$ cat config.mk
export PLATFORM = sky130hd
export DESIGN_NAME = cla_alu
export DESIGN_NICKNAME = d
export VERILOG_FILES = /design/src/rtl/cla_alu_pkg.sv /design/src/rtl/cla_bit_cell.sv /design/src/rtl/cla_slice.sv /design/src/rtl/cla_group_unit.sv /design/src/rtl/cla_alu.sv
export SDC_FILE = /design/constraint.sdc
export NUM_CORES = 1
export LEC_CHECK = 0
export ABC_AREA = 1
export BUFFER_PORTS_ARGS = -buffer_cell sky130_fd_sc_hd__buf_2
export CAP_MARGIN = 20
export CORE_MARGIN = 3
export CORE_UTILIZATION = 36
export DETAILED_ROUTE_END_ITERATION = 8
export PLACE_DENSITY_LB_ADDON = 0.12
export SYNTH_ARGS = -nofsm -noshare
export SYNTH_HDL_FRONTEND = slang
export SYNTH_HIERARCHICAL = 1
export SYNTH_SLANG_ARGS = --single-unit
$ cat constraint.sdc
create_clock -name vclk -period 3.2
set_clock_uncertainty 0.1 [all_clocks]
set_input_delay 0 -clock vclk [all_inputs]
set_output_delay 0 -clock vclk [all_outputs]
set_load 0.02 [all_outputs]
$ cat src/rtl/cla_alu_pkg.sv
package cla_alu_pkg;
  typedef enum logic [1:0] {
    OP_AND = 2'b00,
    OP_OR  = 2'b01,
    OP_ADD = 2'b10,
    OP_XOR = 2'b11
  } alu_op_e;

  localparam int unsigned LA_MAX = 64;

  // Sum-of-products carry into position upto+1: OR over every generate term and cin,
  // each ANDed with all propagate terms above it.
  function automatic logic lookahead_carry(input logic [LA_MAX-1:0] g,
                                           input logic [LA_MAX-1:0] p,
                                           input logic cin,
                                           input int unsigned upto);
    logic acc;
    logic term;
    acc = 1'b0;
    for (int j = -1; j <= int'(upto); j++) begin
      term = (j < 0) ? cin : g[j];
      for (int k = j + 1; k <= int'(upto); k++) term = term & p[k];
      acc = acc | term;
    end
    return acc;
  endfunction
endpackage

$ cat src/rtl/cla_bit_cell.sv
module cla_bit_cell
  import cla_alu_pkg::*;
(
  input  logic    a_i,
  input  logic    b_i,
  input  logic    c_i,
  input  alu_op_e op_i,
  output logic    g_o,
  output logic    p_o,
  output logic    res_o
);
  assign g_o = a_i & b_i;
  assign p_o = a_i ^ b_i;

  always_comb begin
    unique case (op_i)
      OP_AND:  res_o = a_i & b_i;
      OP_OR:   res_o = a_i | b_i;
      OP_ADD:  res_o = p_o ^ c_i;
      default: res_o = a_i ^ b_i;
    endcase
  end
endmodule

$ cat src/rtl/cla_slice.sv
module cla_slice
  import cla_alu_pkg::*;
#(
  parameter int unsigned SLICE_W = 4
) (
  input  logic [SLICE_W-1:0] a_i,
  input  logic [SLICE_W-1:0] b_i,
  input  logic               c_i,
  input  alu_op_e            op_i,
  output logic [SLICE_W-1:0] res_o,
  output logic               gg_o,
  output logic               gp_o
);
  logic [SLICE_W-1:0] g, p;
  logic [SLICE_W-1:0] c;

  for (genvar i = 0; i < SLICE_W; i++) begin : g_bit
    if (i == 0) begin : g_c0
      assign c[i] = c_i;
    end else begin : g_cn
      assign c[i] = lookahead_carry(LA_MAX'(g), LA_MAX'(p), c_i, i - 1);
    end
    cla_bit_cell u_cell (
      .a_i  (a_i[i]),
      .b_i  (b_i[i]),
      .c_i  (c[i]),
      .op_i (op_i),
      .g_o  (g[i]),
      .p_o  (p[i]),
      .res_o(res_o[i])
    );
  end

  assign gg_o = lookahead_carry(LA_MAX'(g), LA_MAX'(p), 1'b0, SLICE_W - 1);
  assign gp_o = &p;
endmodule

$ cat src/rtl/cla_group_unit.sv
module cla_group_unit
  import cla_alu_pkg::*;
#(
  parameter int unsigned NUM_GROUPS = 8
) (
  input  logic [NUM_GROUPS-1:0] gg_i,
  input  logic [NUM_GROUPS-1:0] gp_i,
  input  logic                  c0_i,
  output logic [NUM_GROUPS:0]   c_o
);
  assign c_o[0] = c0_i;
  for (genvar k = 0; k < NUM_GROUPS; k++) begin : g_grp
    assign c_o[k+1] = lookahead_carry(LA_MAX'(gg_i), LA_MAX'(gp_i), c0_i, k);
  end
endmodule

$ cat src/rtl/cla_alu.sv
module cla_alu
  import cla_alu_pkg::*;
#(
  parameter int unsigned WIDTH   = 32,
  parameter int unsigned SLICE_W = 4
) (
  input  logic [WIDTH-1:0] a_i,
  input  logic [WIDTH-1:0] b_i,
  input  logic [1:0]       op_i,
  input  logic             sub_i,
  output logic [WIDTH-1:0] result_o,
  output logic             carry_o,
  output logic             ovf_o,
  output logic             zero_o
);
  localparam int unsigned NUM_SLICES = WIDTH / SLICE_W;
  localparam int unsigned MSB        = WIDTH - 1;

  alu_op_e              op;
  logic                 is_add, inv_b;
  logic [WIDTH-1:0]     b_eff;
  logic [NUM_SLICES-1:0] gg, gp;
  logic [NUM_SLICES:0]   c;

  assign op     = alu_op_e'(op_i);
  assign is_add = (op == OP_ADD);
  assign inv_b  = is_add & sub_i;
  assign b_eff  = b_i ^ {WIDTH{inv_b}};

  for (genvar s = 0; s < NUM_SLICES; s++) begin : g_slice
    cla_slice #(.SLICE_W(SLICE_W)) u_slice (
      .a_i  (a_i[s*SLICE_W +: SLICE_W]),
      .b_i  (b_eff[s*SLICE_W +: SLICE_W]),
      .c_i  (c[s]),
      .op_i (op),
      .res_o(result_o[s*SLICE_W +: SLICE_W]),
      .gg_o (gg[s]),
      .gp_o (gp[s])
    );
  end

  cla_group_unit #(.NUM_GROUPS(NUM_SLICES)) u_groups (
    .gg_i(gg),
    .gp_i(gp),
    .c0_i(inv_b),
    .c_o (c)
  );

  assign carry_o = is_add & c[NUM_SLICES];
  assign ovf_o   = is_add & (a_i[MSB] == b_eff[MSB]) & (result_o[MSB] != a_i[MSB]);
  assign zero_o  = ~|result_o;
endmodule

# Yosys cells after proc, flatten, opt, wreduce, memory -nomap -nowiden
# Index checks and enable logic that the tools add are counted.
classes:
  bitwise: 349
  reduce_logical: 11
  eq_ne: 4
  muxes: 32
op_table:
  columns: ["op", "count"]
  rows:
  - ["AND 1 bit", 144]
  - ["OR 1 bit", 140]
  - ["case mux 1 bit (3 select lines)", 32]
  - ["bitwise XOR 1 bit", 64]
  - ["AND reduction 4 bit", 8]
  - ["OR reduction 32 bit", 1]
  - ["bitwise XOR 32 bit", 1]
  - ["equality test 2 x 1 -> 1 bit, second input constant", 1]
  - ["equality test 2 bit, second input constant", 1]
  - ["zero test 2 bit", 1]
  - ["equality test 1 bit", 1]
  - ["zero test 1 bit", 1]
  - ["inequality test 1 bit", 1]
word_totals:
  ff_bits: 0
  out_inout_bits: 35
  elab_cells: 396
  inputBits: 67

# Longest topological paths before layout
logic_depth:
  word_depth: 33
  mapped_depth: 29
  ltp_nobuf: 28

# Cells and area by module
# Netlist, hierarchy kept.
by_module_without_submodules:
  columns: ["mod", "cells_per_inst", "area_per_inst_um2", "instances", "seq_area_each_um2"]
  rows:
  - ["cla_bit_cell", 16, 82.6, 32, 0.0]
  - ["cla_alu", 85, 763.2, 1, 0.0]
  - ["cla_slice", 18, 80.1, 8, 0.0]
  - ["cla_group_unit", 30, 155.1, 1, 0.0]

# Least setup slack after synthesis
# OpenSTA, ideal clock, no wires.
synth_path:
  kind: "input port to output port"
  startpoint: "input port op_i[0]"
  endpoint: "output port zero_o"
  required_time_ps: 3100
  slack_ps: 171
  path_buffers: 1
  arrival_time_ps: 2929
  path_stages: 29
  cell_sequence: "inv_2 > nand3_4 > buf_12 > xnor2_2 > inv_1 > ha_1 > nand2_1 > nand2_1 > nand3_1 > nand3_1 > inv_1 > nand2_2 > nand3_2 > nand2_2 > nand3_2 > a21boi_1 > a21o_1 > nand2_1 > nand2_1 > nand2_1 > nand2_1 > nand3_1 > nand2_1 > inv_1 > nor2_1 > nand2_1 > nor2_1 > nand2_1 > nor2_1"
synth_between:
  word_cells_on_any_way: 368
  classes_between: "eq/ne (2); mux (32); bitwise (324); reduce/logical (10)"
synth_rtl:
  columns: ["element", "line", "text"]
  rows:
  - ["start, declared", "cla_alu.sv:9", "input logic [1:0] op_i,"]
  - ["equality test 2 bit (*)", "cla_alu.sv:26", "assign is_add = (op == OP_ADD);"]
  - ["AND 1 bit (*)", "cla_alu.sv:27", "assign inv_b = is_add & sub_i;"]
  - ["bitwise XOR 32 bit (*)", "cla_alu.sv:28", "assign b_eff = b_i ^ {WIDTH{inv_b}};"]
  - ["named net b_eff[5]", "cla_alu.sv:21", "logic [WIDTH-1:0] b_eff;"]
  - ["bitwise XOR 1 bit (*)", "cla_bit_cell.sv:13", "assign p_o = a_i ^ b_i;"]
  - ["named net g_slice[1].u_slice.p[1]", "cla_slice.sv:14", "logic [SLICE_W-1:0] g, p;"]
  - ["AND 1 bit (*) (3 in series)", "cla_alu_pkg.sv:22", "for (int k = j + 1; k <= int'(upto); k++) term = term & p[k];"]
  - ["OR 1 bit (*) (3 in series)", "cla_alu_pkg.sv:23", "acc = acc | term;"]
  - ["named net gg[1]", "cla_alu.sv:22", "logic [NUM_SLICES-1:0] gg, gp;"]
  - ["[2 not listed]", null, null]
  - ["OR 1 bit (*) (3 in series)", "cla_alu_pkg.sv:23", null]
  - ["named net c[4]", "cla_alu.sv:23", "logic [NUM_SLICES:0] c;"]
  - ["AND 1 bit (3 in series)", "cla_alu_pkg.sv:22", null]
  - ["OR 1 bit (3 in series)", "cla_alu_pkg.sv:23", null]
  - ["bitwise XOR 1 bit", "cla_bit_cell.sv:19", "OP_ADD: res_o = p_o ^ c_i;"]
  - ["case mux 1 bit (3 select lines)", "cla_bit_cell.sv:16", "unique case (op_i)"]
  - ["OR reduction 32 bit (*)", "cla_alu.sv:51", "assign zero_o = ~|result_o;"]
  - ["zero test 1 bit (*)", "cla_alu.sv:51", null]
  - ["end, declared", "cla_alu.sv:14", "output logic zero_o"]
# Mark *: on every way through the listed nets, which the timed path passes. The rest lies on a longest branch.

# Worst setup path after layout
layout_path:
  startpoint: "input port sub_i"
  endpoint: "output port ovf_o"
layout_between:
  word_cells_on_any_way: 187
  classes_between: "eq/ne (2); mux (1); bitwise (177); reduce/logical (7)"
layout_rtl:
  columns: ["element", "line", "text"]
  rows:
  - ["start, declared", "cla_alu.sv:10", "input logic sub_i,"]
  - ["AND 1 bit (*)", "cla_alu.sv:27", null]
  - ["bitwise XOR 32 bit (*)", "cla_alu.sv:28", null]
  - ["named net b_eff[14]", "cla_alu.sv:21", null]
  - ["bitwise XOR 1 bit (*)", "cla_bit_cell.sv:13", null]
  - ["named net g_slice[3].u_slice.p[2]", "cla_slice.sv:14", null]
  - ["AND reduction 4 bit (*)", "cla_slice.sv:35", "assign gp_o = &p;"]
  - ["named net gp[3]", "cla_alu.sv:22", null]
  - ["AND 1 bit (4 in series)", "cla_alu_pkg.sv:22", null]
  - ["[7 not listed]", null, null]
  - ["named net c[7]", "cla_alu.sv:23", null]
  - ["AND 1 bit (*) (3 in series)", "cla_alu_pkg.sv:22", null]
  - ["OR 1 bit (*) (3 in series)", "cla_alu_pkg.sv:23", null]
  - ["named net g_slice[7].u_slice.c[3]", "cla_slice.sv:15", "logic [SLICE_W-1:0] c;"]
  - ["bitwise XOR 1 bit (*)", "cla_bit_cell.sv:19", null]
  - ["case mux 1 bit (3 select lines) (*)", "cla_bit_cell.sv:16", null]
  - ["inequality test 1 bit (*)", "cla_alu.sv:50", "assign ovf_o = is_add & (a_i[MSB] == b_eff[MSB]) & (result_o[MSB] != a_i[MSB]);"]
  - ["AND 1 bit (*)", "cla_alu.sv:50", null]
  - ["end, declared", "cla_alu.sv:13", "output logic ovf_o,"]
# Marked as above.

==> flow_summary_export.csv <==
group,metric,value,unit
run_status,status,"complete, but fails checks",
run_status,violations,"setup timing",
grt,grt_max_degree,68,
placement,io_buffer_count,102,
route,routed_wl,12.1,mm
power,p_leak,3.86,nW
sta,rsz0062_at_grt,"true",
floorplan,start_util,0.378,
grt,grt_pass1_vias,4562,
clock_tree,cts_hold_buf,0,
placement,place_congestion,0.800,
floorplan,fp.coreArea,11100,sq um
sta,worstMarginPinSlew,0.749,ns
route,drc,0,
yosys,synth_top_area_cell,"nand2_1",
yosys,syn_inst,771,
sta,finalHoldViolations,0,
run,drv_cap,0,
grt,use_met3,0.00743,
finish,syn_to_final_growth,47.0,%
power,vdd_ir_drop_max,0.118,mV
finish,clkbuf_count,0,
sta,setup_tns,-0.0856,ns
yosys,synth.avg_cell_area,5.45,sq um
sta,layout_setup_ws,-0.0466,ns
yosys,synth_fa_ha_area_frac,0.191,
grt,gr-total-overflow,0,
critical_path,startpoint,"sub_i",
finish,final_core_util,0.555,
power,p_per_area,212,nW/um^2
grt,top_usage_layer,"met2",
sta,whs,0.385,ns
yosys,yosysWarningCount,6,
critical_path,critPathMaxFanout,6,
placement,place_area,5580,sq um
critical_path,slowest_delay,0.27,ns
sta,setup_viol,2,
finish,final_common_cell,"nand2_1",
route,drt-initial-drc-count,146,
yosys,ys_types,22,
finish,final_cell_mix,"nand2_1 (242), inv_1 (156), buf_4 (115)",
route,wire_per_inst,10.6,um
sta,period_share,1.01,
finish,final_area,6180,sq um
finish,nNetsFinal,1126,
critical_path,worst_setup_path_start_kind,"input port",
finish,nFlopsAndLatches,0,
grt,antenna_found_initial,0,
sta,slew_viol_final,0,
grt,grt_util_met1,0.234,
sta,max_slew_margin,0.501,
grt,track_usage,0.182,
yosys,synth_area_leaders,"nand2_1 (22%), ha_1 (19%), inv_1 (14%), xnor2_2 (11%), nand3_1 (11%)",
power,total_power,1.31,mW
floorplan,die_h,114,um
route,first_pass_iters,5,
floorplan,die_x,114,um
grt,met2_usage,0.353,
yosys,synth_simple_gate_area_share,0.480,
critical_path,cp.arrival,3.15,ns
critical_path,cp-endpoint,"ovf_o",
placement,dp_hpwl,9.25,mm
yosys,synth_top_area_frac,0.221,
grt,grt_pass1_wl,20.1,mm
min_path,hold_class,"in2out",
finish,regArea,0,sq um
finish,layout-drive-gt1-share,0.376,
sta,fmax,308,MHz
yosys,synth_xor_area_frac,0.116,
critical_path,critPathCaptureType,"output port",
sta,post-route-min-period,3.25,ns
critical_path,required,3.10,ns
yosys,ys_seq_area_frac,0,
route,vias_per_cell,4.38,
critical_path,critPathKind,"in2out",
route,vias,4960,
yosys,muxShareOfSynthArea,0,
yosys,synth-compound-area-share,0.0211,
yosys,synth_nets,902,
yosys,synth_top_family_by_area,"simple AND/OR/NAND/NOR gates",
floorplan,rows,38,
critical_path,crit_slowest_cell,"ha_4",
floorplan,io_pins,102,
finish,antenna_cells,0,
floorplan,die_area,13000,sq um
yosys,synth_area,4200,sq um
route,ant_nets,0,
cell families after synthesis:
logic type	after synthesis
AOI/OAI and AO/OA	12
xor gates and xnor gates	31
adders and majority gates	64
buffers and inverters	201
and+or+nand+nor	463
final cells by class:
class,count,area (sq um)
fillers,1172,4950
inverters,197,747
well taps,140,175
multi-input cells,570,3710
repair buffers,226,1550
worst min path at each step:
stage	start	end	cells after the start
3_5_place_dp	b_i[31]	ovf_o	6
6_report	b_i[31]	ovf_o	6
5_1_grt	b_i[31]	ovf_o	6
4_1_cts	b_i[31]	ovf_o	6
2_1_floorplan	op_i[0]	ovf_o	3
3_3_place_gp	b_i[31]	ovf_o	6
layer usage:
metal	part of all wire	vias up
met4	0.0043	0
met1	0.46	2106
met5	0	-
met2	0.51	77
met3	0.034	6
li1	-	2771
where the power goes:
group	switching [mW]	internal, mW	total, mW
clock network	0	0	0
logic	0.697	0.611	1.31
registers	0	0	0
total	0.697	0.611	1.31
synth_stat cells (all sizes together):
cell	number
a31o	1
nand2	250
xnor2	31
nand3	95
clkinv	1
a21o	9
inv	196
a21boi	1
buf	4
a21oi	1
and3	1
nand4	17
nor2	99
ha	64
or2	1
stage by stage:
stage | worst slack (ns) | std cells
2_1_floorplan | 0.171 | 771
5_1_grt | -0.285 | 1133
4_1_cts | -0.0536 | 1126
3_5_place_dp | -0.378 | 1110
6_report | -0.0466 | 1133
3_3_place_gp | -0.386 | 1110
timing repair:
| action | in CTS | in global routing |
|---|---|---|
| pin swaps | 25 | 17 |
| cloned | 1 | 0 |
| setup buffers | 15 | 7 |
| endpoints found under the setup margin | 2 | 5 |
| gates resized for setup | 55 | 25 |
worst max-delay path: cells and delay by family:
kind,cells,cell delay [ns]
adders and majority gates,1,0.27
and+or+nand+nor,16,1.53
buffers and inverters,9,1.02
AOI/OAI and AO/OA,1,0.18
xor gates and xnor gates,1,0.14
Note: power is estimated with default switching activity, not from simulation.
